===== config.mk =====
export PLATFORM = sky130hd
export DESIGN_NAME = bus_event_match
export DESIGN_NICKNAME = d
export VERILOG_FILES = /design/src/rtl/bem_pkg.sv /design/src/rtl/bem_addr_term.sv /design/src/rtl/bem_data_term.sv /design/src/rtl/bem_event.sv /design/src/rtl/bus_event_match.sv
export SDC_FILE = /design/constraint.sdc
export NUM_CORES = 1
export LEC_CHECK = 0
export CORE_MARGIN = 4
export CORE_UTILIZATION = 60
export DETAILED_ROUTE_END_ITERATION = 8
export PLACE_DENSITY_LB_ADDON = 0.15
export SLEW_MARGIN = 20
export SYNTH_ARGS = -nofsm -noshare
export SYNTH_HDL_FRONTEND = slang
export SYNTH_SLANG_ARGS = --single-unit

===== constraint.sdc =====
create_clock -name clk -period 2.68 [get_ports clk]
set_input_delay 0.268 -clock clk [delete_from_list [all_inputs] [get_ports clk]]
set_output_delay 0.268 -clock clk [all_outputs]
set_load 0.02 [all_outputs]

===== src/rtl/bem_pkg.sv =====
package bem_pkg;
   typedef enum logic [1:0] {
      REL_EQ = 2'd0,
      REL_NE = 2'd1,
      REL_LT = 2'd2,
      REL_GT = 2'd3
   } rel_e;

   localparam int NUM_KINDS = 5;
   localparam int NUM_WORDS = 5;
   localparam int SEL_W     = 3;

   // configuration word selects
   localparam logic [SEL_W-1:0] SEL_CTRL = 3'd0;
   localparam logic [SEL_W-1:0] SEL_ALO  = 3'd1;
   localparam logic [SEL_W-1:0] SEL_AHI  = 3'd2;
   localparam logic [SEL_W-1:0] SEL_PAT  = 3'd3;
   localparam logic [SEL_W-1:0] SEL_MASK = 3'd4;

   // control word bit positions
   localparam int CB_EVT_EN  = 0;
   localparam int CB_ADDR_EN = 1;
   localparam int CB_RANGE   = 2;
   localparam int CB_DATA_EN = 3;
   localparam int CB_REL_LO  = 4;
   localparam int CB_QUAL_EN = 6;
   localparam int CB_QUAL_LO = 7;
   localparam int CB_EXT_EN  = 12;
   localparam int CB_EXT_POL = 13;
   localparam int CTRL_BITS  = 14;
endpackage


===== src/rtl/bem_addr_term.sv =====
module bem_addr_term #(
   parameter int ADDR_W    = 16,
   parameter bit HAS_RANGE = 1'b1
) (
   input  logic              en,
   input  logic              range_mode,
   input  logic [ADDR_W-1:0] addr,
   input  logic [ADDR_W-1:0] lo,
   input  logic [ADDR_W-1:0] hi,
   output logic              match
);
   logic exact;
   logic in_win;

   assign exact = (addr == lo);

   generate
      if (HAS_RANGE) begin : g_window
         assign in_win = (addr >= lo) && (addr <= hi);
      end else begin : g_exact_only
         logic unused_hi;
         assign unused_hi = ^hi;
         assign in_win    = exact;
      end
   endgenerate

   assign match = !en || (range_mode ? in_win : exact);
endmodule


===== src/rtl/bem_data_term.sv =====
module bem_data_term
   import bem_pkg::*;
#(
   parameter int DATA_W        = 16,
   parameter bit HAS_MAGNITUDE = 1'b1
) (
   input  logic              en,
   input  rel_e              rel,
   input  logic [DATA_W-1:0] data,
   input  logic [DATA_W-1:0] pattern,
   input  logic [DATA_W-1:0] mask,
   output logic              match
);
   logic [DATA_W-1:0] care;
   logic [DATA_W-1:0] lhs;
   logic [DATA_W-1:0] rhs;
   logic              is_eq;
   logic              is_lt;
   logic              is_gt;
   logic              rel_ok;

   assign care  = ~mask;
   assign lhs   = data & care;
   assign rhs   = pattern & care;
   assign is_eq = (lhs == rhs);

   generate
      if (HAS_MAGNITUDE) begin : g_mag
         assign is_lt = (lhs < rhs);
         assign is_gt = (lhs > rhs);
      end else begin : g_no_mag
         assign is_lt = 1'b0;
         assign is_gt = 1'b0;
      end
   endgenerate

   always_comb begin
      unique case (rel)
         REL_EQ:  rel_ok = is_eq;
         REL_NE:  rel_ok = !is_eq;
         REL_LT:  rel_ok = is_lt;
         default: rel_ok = is_gt;
      endcase
   end

   assign match = !en || rel_ok;
endmodule


===== src/rtl/bem_event.sv =====
module bem_event
   import bem_pkg::*;
#(
   parameter int ADDR_W        = 16,
   parameter int DATA_W        = 16,
   parameter int CFG_W         = 16,
   parameter bit HAS_RANGE     = 1'b1,
   parameter bit HAS_MAGNITUDE = 1'b1
) (
   input  logic                 clk,
   input  logic                 rst_n,
   input  logic                 wr_en,
   input  logic [SEL_W-1:0]     wr_sel,
   input  logic [CFG_W-1:0]     wr_data,
   input  logic                 bus_valid,
   input  logic [ADDR_W-1:0]    bus_addr,
   input  logic [DATA_W-1:0]    bus_data,
   input  logic [NUM_KINDS-1:0] bus_kind,
   input  logic                 ext_in,
   output logic                 hit
);
   logic [CTRL_BITS-1:0] ctrl_q;
   logic [ADDR_W-1:0]    alo_q, ahi_q;
   logic [DATA_W-1:0]    pat_q, mask_q;

   always_ff @(posedge clk or negedge rst_n) begin
      if (!rst_n) begin
         ctrl_q <= '0;
         alo_q  <= '0;
         ahi_q  <= '0;
         pat_q  <= '0;
         mask_q <= '0;
      end else if (wr_en) begin
         unique case (wr_sel)
            SEL_CTRL: ctrl_q <= wr_data[CTRL_BITS-1:0];
            SEL_ALO:  alo_q  <= wr_data[ADDR_W-1:0];
            SEL_AHI:  ahi_q  <= wr_data[ADDR_W-1:0];
            SEL_PAT:  pat_q  <= wr_data[DATA_W-1:0];
            SEL_MASK: mask_q <= wr_data[DATA_W-1:0];
            default:  ;
         endcase
      end
   end

   logic                 evt_en, addr_en, range_mode, data_en, qual_en, ext_en, ext_pol;
   rel_e                 rel;
   logic [NUM_KINDS-1:0] qual_set;

   assign evt_en     = ctrl_q[CB_EVT_EN];
   assign addr_en    = ctrl_q[CB_ADDR_EN];
   assign range_mode = ctrl_q[CB_RANGE];
   assign data_en    = ctrl_q[CB_DATA_EN];
   assign rel        = rel_e'(ctrl_q[CB_REL_LO +: 2]);
   assign qual_en    = ctrl_q[CB_QUAL_EN];
   assign qual_set   = ctrl_q[CB_QUAL_LO +: NUM_KINDS];
   assign ext_en     = ctrl_q[CB_EXT_EN];
   assign ext_pol    = ctrl_q[CB_EXT_POL];

   logic addr_ok, data_ok, qual_ok, ext_ok;

   bem_addr_term #(.ADDR_W(ADDR_W), .HAS_RANGE(HAS_RANGE)) u_addr (
      .en(addr_en), .range_mode(range_mode), .addr(bus_addr),
      .lo(alo_q), .hi(ahi_q), .match(addr_ok)
   );

   bem_data_term #(.DATA_W(DATA_W), .HAS_MAGNITUDE(HAS_MAGNITUDE)) u_data (
      .en(data_en), .rel(rel), .data(bus_data), .pattern(pat_q),
      .mask(mask_q), .match(data_ok)
   );

   assign qual_ok = !qual_en || ((bus_kind & qual_set) != '0);
   assign ext_ok  = !ext_en || (ext_in == ext_pol);

   always_ff @(posedge clk or negedge rst_n) begin
      if (!rst_n) hit <= 1'b0;
      else        hit <= bus_valid && evt_en && addr_ok && data_ok && qual_ok && ext_ok;
   end

   // hits only follow a valid bus cycle on an enabled event
   assert_hit_needs_valid_R2: assert property (@(posedge clk) disable iff (!rst_n)
      hit |-> ($past(bus_valid) && $past(evt_en)));

   assert_disabled_silent_R1: assert property (@(posedge clk) disable iff (!rst_n)
      !$past(evt_en) |-> !hit);

   assert_single_addr_R3: assert property (@(posedge clk) disable iff (!rst_n)
      (hit && $past(addr_en) && !$past(range_mode)) |-> ($past(bus_addr) == $past(alo_q)));

   assert_range_addr_R4: assert property (@(posedge clk) disable iff (!rst_n)
      (hit && $past(addr_en) && $past(range_mode) && HAS_RANGE)
         |-> ($past(bus_addr) >= $past(alo_q) && $past(bus_addr) <= $past(ahi_q)));

   assert_data_equal_R5: assert property (@(posedge clk) disable iff (!rst_n)
      (hit && $past(data_en) && $past(rel) == REL_EQ)
         |-> ((($past(bus_data) ^ $past(pat_q)) & ~$past(mask_q)) == '0));

   assert_data_less_R6: assert property (@(posedge clk) disable iff (!rst_n)
      (hit && $past(data_en) && $past(rel) == REL_LT)
         |-> (($past(bus_data) & ~$past(mask_q)) < ($past(pat_q) & ~$past(mask_q))));

   assert_qualifier_R7: assert property (@(posedge clk) disable iff (!rst_n)
      (hit && $past(qual_en)) |-> (($past(bus_kind) & $past(qual_set)) != '0));

   assert_ext_polarity_R8: assert property (@(posedge clk) disable iff (!rst_n)
      (hit && $past(ext_en)) |-> ($past(ext_in) == $past(ext_pol)));
endmodule


===== src/rtl/bus_event_match.sv =====
module bus_event_match
   import bem_pkg::*;
#(
   parameter int NUM_EVT       = 3,
   parameter int EVT_SEL_W     = 2,
   parameter int ADDR_W        = 16,
   parameter int DATA_W        = 16,
   parameter int CFG_W         = 16,
   parameter bit HAS_RANGE     = 1'b1,
   parameter bit HAS_MAGNITUDE = 1'b1
) (
   input  logic                 clk,
   input  logic                 rst_n,
   input  logic                 cfg_we,
   input  logic [EVT_SEL_W-1:0] cfg_evt,
   input  logic [2:0]           cfg_sel,
   input  logic [CFG_W-1:0]     cfg_wdata,
   input  logic                 bus_valid,
   input  logic [ADDR_W-1:0]    bus_addr,
   input  logic [DATA_W-1:0]    bus_data,
   input  logic [4:0]           bus_kind,
   input  logic                 ext_in,
   output logic [NUM_EVT-1:0]   evt_hit
);
   localparam int EVT_SLOTS = 1 << EVT_SEL_W;

   generate
      if (NUM_EVT < 1 || NUM_EVT > EVT_SLOTS) begin : g_bad_evt
         $error("NUM_EVT must be between 1 and 2**EVT_SEL_W");
      end
      if (CFG_W < ADDR_W || CFG_W < DATA_W || CFG_W < CTRL_BITS) begin : g_bad_cfg
         $error("CFG_W too narrow for address, data or control word");
      end
      if (SEL_W != 3) begin : g_bad_sel
         $error("word select width must be 3");
      end
   endgenerate

   generate
      for (genvar i = 0; i < NUM_EVT; i++) begin : g_evt
         logic wr_this;
         assign wr_this = cfg_we && (cfg_evt == EVT_SEL_W'(i));

         bem_event #(
            .ADDR_W(ADDR_W), .DATA_W(DATA_W), .CFG_W(CFG_W),
            .HAS_RANGE(HAS_RANGE), .HAS_MAGNITUDE(HAS_MAGNITUDE)
         ) u_evt (
            .clk(clk), .rst_n(rst_n),
            .wr_en(wr_this), .wr_sel(cfg_sel), .wr_data(cfg_wdata),
            .bus_valid(bus_valid), .bus_addr(bus_addr), .bus_data(bus_data),
            .bus_kind(bus_kind), .ext_in(ext_in), .hit(evt_hit[i])
         );
      end
   endgenerate

   // input contract: one cycle type per valid bus cycle
   assert_kind_onehot_R7: assert property (@(posedge clk) disable iff (!rst_n)
      bus_valid |-> $onehot(bus_kind));
endmodule


==> qor.txt <==
CP bufs+invs -> 0
Slowest CP cell -> nor4_1
Final period util -> 84.31%
Worst hold path class -> in -> async
Global Route Usage Sum -> 24.61%
Non-filler cells, final -> 1,504
Layout Nets -> 1,419
Vias in the first global route -> 9,028
Crit path max-delay family -> simple AND/OR/NAND/NOR gates
First-pass GRT wire length -> 47.71 mm
CTS Buffer Depth -> 3
DR vias/cell -> 5.866
Worst Path Required -> 3.12 ns
DRT Pass-1 Iters -> 5
Routed WL -> 29.53 mm
Die height -> 156.3 microns
Synth Area in Compound Gates -> 6.297%
Max Cap Viol -> 0
Iteration-0 DRC Markers -> 516
Clk slew on worst S/H paths -> 0.06 ns
DPL Wire Length -> 21.37 mm
Power Total -> 10.80 mW
Max incr delay on CP -> 0.53 ns
Root buf cell -> clkbuf_16
Final Skew -> 0.008338 ns
Inst Count DP -> 1,458
I/O pins -> 66
Worst slew pin tran -> 0.7835 ns
Lkg Pwr -> 7.033 nW
Arrival time worst endpoint -> 2.70 ns
Fmax -> 442.6 MHz
Setup crit start kind -> register
Rows -> 53
Initial Util -> 61.78%
Die ar. -> 24,420 sq um
Average size of a mapped cell -> 11.71 sq um
# diodes -> 0
Worst-Skew Late Latency -> 0.53 ns
CP max FO -> 3
Final setup fails -> 0
Post-synthesis register bit count -> 237
Synth Area in Simple Gates -> 10.80%
Min Tclk post-route -> 2.260 ns
IR drop worst, VDD -> 0.5690 mV
Max_slew headroom -> 47.60%
Post-CTS Setup Repair Bufs -> 0
Mapped Area -> 13,190 sq um
Placer Congestion -> 0.8884
Routed via count -> 8,822
Setup TNS Final -> 0 ns
Unique masters post-synth -> 48
Most common cell on crit path -> nand2b_1
Largest net degree at the start of global routing -> 87
Worst path cell trace -> nand2b_1 -> ha_1 -> nand4_1 -> nor4_1 -> nand2b_1 -> a211o_1 -> a22oi_1
Async set-reset flop share out of synthesis -> 100.0%
Synth Area in Adders -> 13.66%
Most common flop cell mapped by yosys -> dfrtp_1
Layout cells sized above 1 -> 25.71%
Core Area -> 21,350 sq um
Fill cells -> 1,515
Post-route ant nets -> 0
Register area share after synthesis -> 44.95%
Multiplexer area fraction after synthesis -> 19.97%
Unrepaired setup endpoints after global routing -> no
Hold Vio Cnt, Final -> 0
CTS buffer count -> 26
Synthesized instance count -> 1,127
Post-synth EDFFs -> 0
Area growth syn-to-layout -> 14.60%
Die X -> 156.3 microns
XOR/XNOR Fraction of Synth Area -> 0.1992%
Status -> finished clean
Hold_ws -> 0.3032 ns
Resize count post-CTS -> 0
Routed length per instance -> 19.63 microns
Count of buffers from port buffering -> 65
H-tree levels -> 1
Crit end category -> register
Largest family of logic cells by synthesized area -> multiplexers
Overflow after GRT -> 0
Initial antenna violation count -> 0
# DRC -> 0
Synth Net Count -> 1,334
CTS tree -> done
Max Slew Vio Count -> 0
Kind of critical path -> reg -> reg
CTS Sinks -> 237
Ys Warns -> 0
Pwr dens -> 714.6 nW/um^2
-- power by group --
part / internal, mW / total [mW] / leakage, nW / switching [mW]
combinational: 1.35 / 2.64 / 3.58 / 1.29
clock: 2.09 / 3.49 / 0.417 / 1.40
sequential: 4.28 / 4.67 / 3.03 / 0.392
-- kinds of logic after synthesis --
kind of cell,count (synthesis)
and+or+nand+nor,246
muxes,234
adders and majority gates,144
xor gates and xnor gates,3
AOI/OAI and AO/OA,129
DFF,237
buffers and inverters,134
-- through the flow --
stage / cell area [sq um] / util (%) / setup WS (ns)
after floorplan: 13190 / - / 0.6454
after global placement: 14260 / 66.78 / 0.08930
after detailed placement: 14260 / 66.78 / 0.05876
after CTS: 15120 / 70.80 / 0.4210
after global routing: 15120 / 70.80 / 0.2961
final: 15120 / 70.80 / 0.4204
-- registers in the layout (all words and copies together), names as in the netlist --
register / cells
g_evt.u_evt.pat_q: 48
g_evt.u_evt.hit: 3
g_evt.u_evt.ahi_q: 48
g_evt.u_evt.ctrl_q: 42
g_evt.u_evt.alo_q: 48
g_evt.u_evt.mask_q: 48
-- area by class of cell --
cell class                 count  area [sq um]  share of cell area, %
clock inverter                 6         68.82                 0.4552
tap                          275         344.1                  2.276
inverter                      98         367.9                  2.433
multi-input combinational    756          6721                  44.46
timing repair buffer          93         905.9                  5.992
sequential                   237          5931                  39.23
clock buffer                  39         779.5                  5.156
-- worst reg2reg max path: stages (launching register included) --
cell and delay [ns]:
dfrtp_1 0.38, nand2b_1 0.15, ha_1 0.31, nand4_1 0.25
nor4_1 0.54, nand2b_1 0.10, a211o_1 0.30, a22oi_1 0.17
-- placed cells by master (no fill, tap or decap), types with 20 or more instances in the layout --
| cell type | count |
|---|---|
| inv_1 | 98 |
| dfrtp_1 | 237 |
| buf_4 | 24 |
| mux2_2 | 234 |
| nand2_1 | 42 |
| nand3_1 | 20 |
| clkdlybuf4s50_1 | 64 |
| nand2b_1 | 54 |
| nand4_1 | 33 |
| ha_1 | 144 |
| clkbuf_16 | 26 |
| a21oi_1 | 56 |
| nor2b_1 | 54 |
-- per-layer routing --
layer  up-vias  share of wire (%)  global-route usage (%)
met1      4426                 47                   36.74
li1       4189                  -                       -
met5         -                  0                       0
met3        32                5.2                   2.848
met2       175                 46                   39.57
met4         0                1.5                   4.545
-- synthesized netlist by cell type, drive strengths merged (8+ instances only) --
master,instances,area (sq um)
inv,98,367.9
o211ai,8,60.06
dfrtp,237,5931
clkbuf,16,60.06
mux2,234,2635
nand3,20,100.1
buf,20,115.1
nor2,14,55.06
nand2b,54,337.8
a21oi,56,280.3
nand4,33,206.5
nor2b,55,344.1
nand2,48,195.2
o21ai,12,60.06
ha,144,1802
-- final timing paths --
kind                                            from                       to  slack (ns)  depth (start not counted)
min reg2reg                 g_evt[1].u_evt.ctrl_q[1]       g_evt[1].u_evt.hit        0.46                          1
min in group clk            g_evt[1].u_evt.ctrl_q[1]       g_evt[1].u_evt.hit        0.46                          1
max in group asynchronous                      rst_n  g_evt[1].u_evt.alo_q[8]        1.58                          3
min                                            rst_n  g_evt[1].u_evt.alo_q[0]        0.30                          2
max                        g_evt[1].u_evt.mask_q[10]       g_evt[1].u_evt.hit        0.42                          7
max reg2reg                g_evt[1].u_evt.mask_q[10]       g_evt[1].u_evt.hit        0.42                          7
-- what timing repair did --
action                                 CTS  global route
setup endpoints to repair                0             0
hold buffers                             1             0
endpoints found under the hold margin   82             0
(Power assumes the default switching activity.)
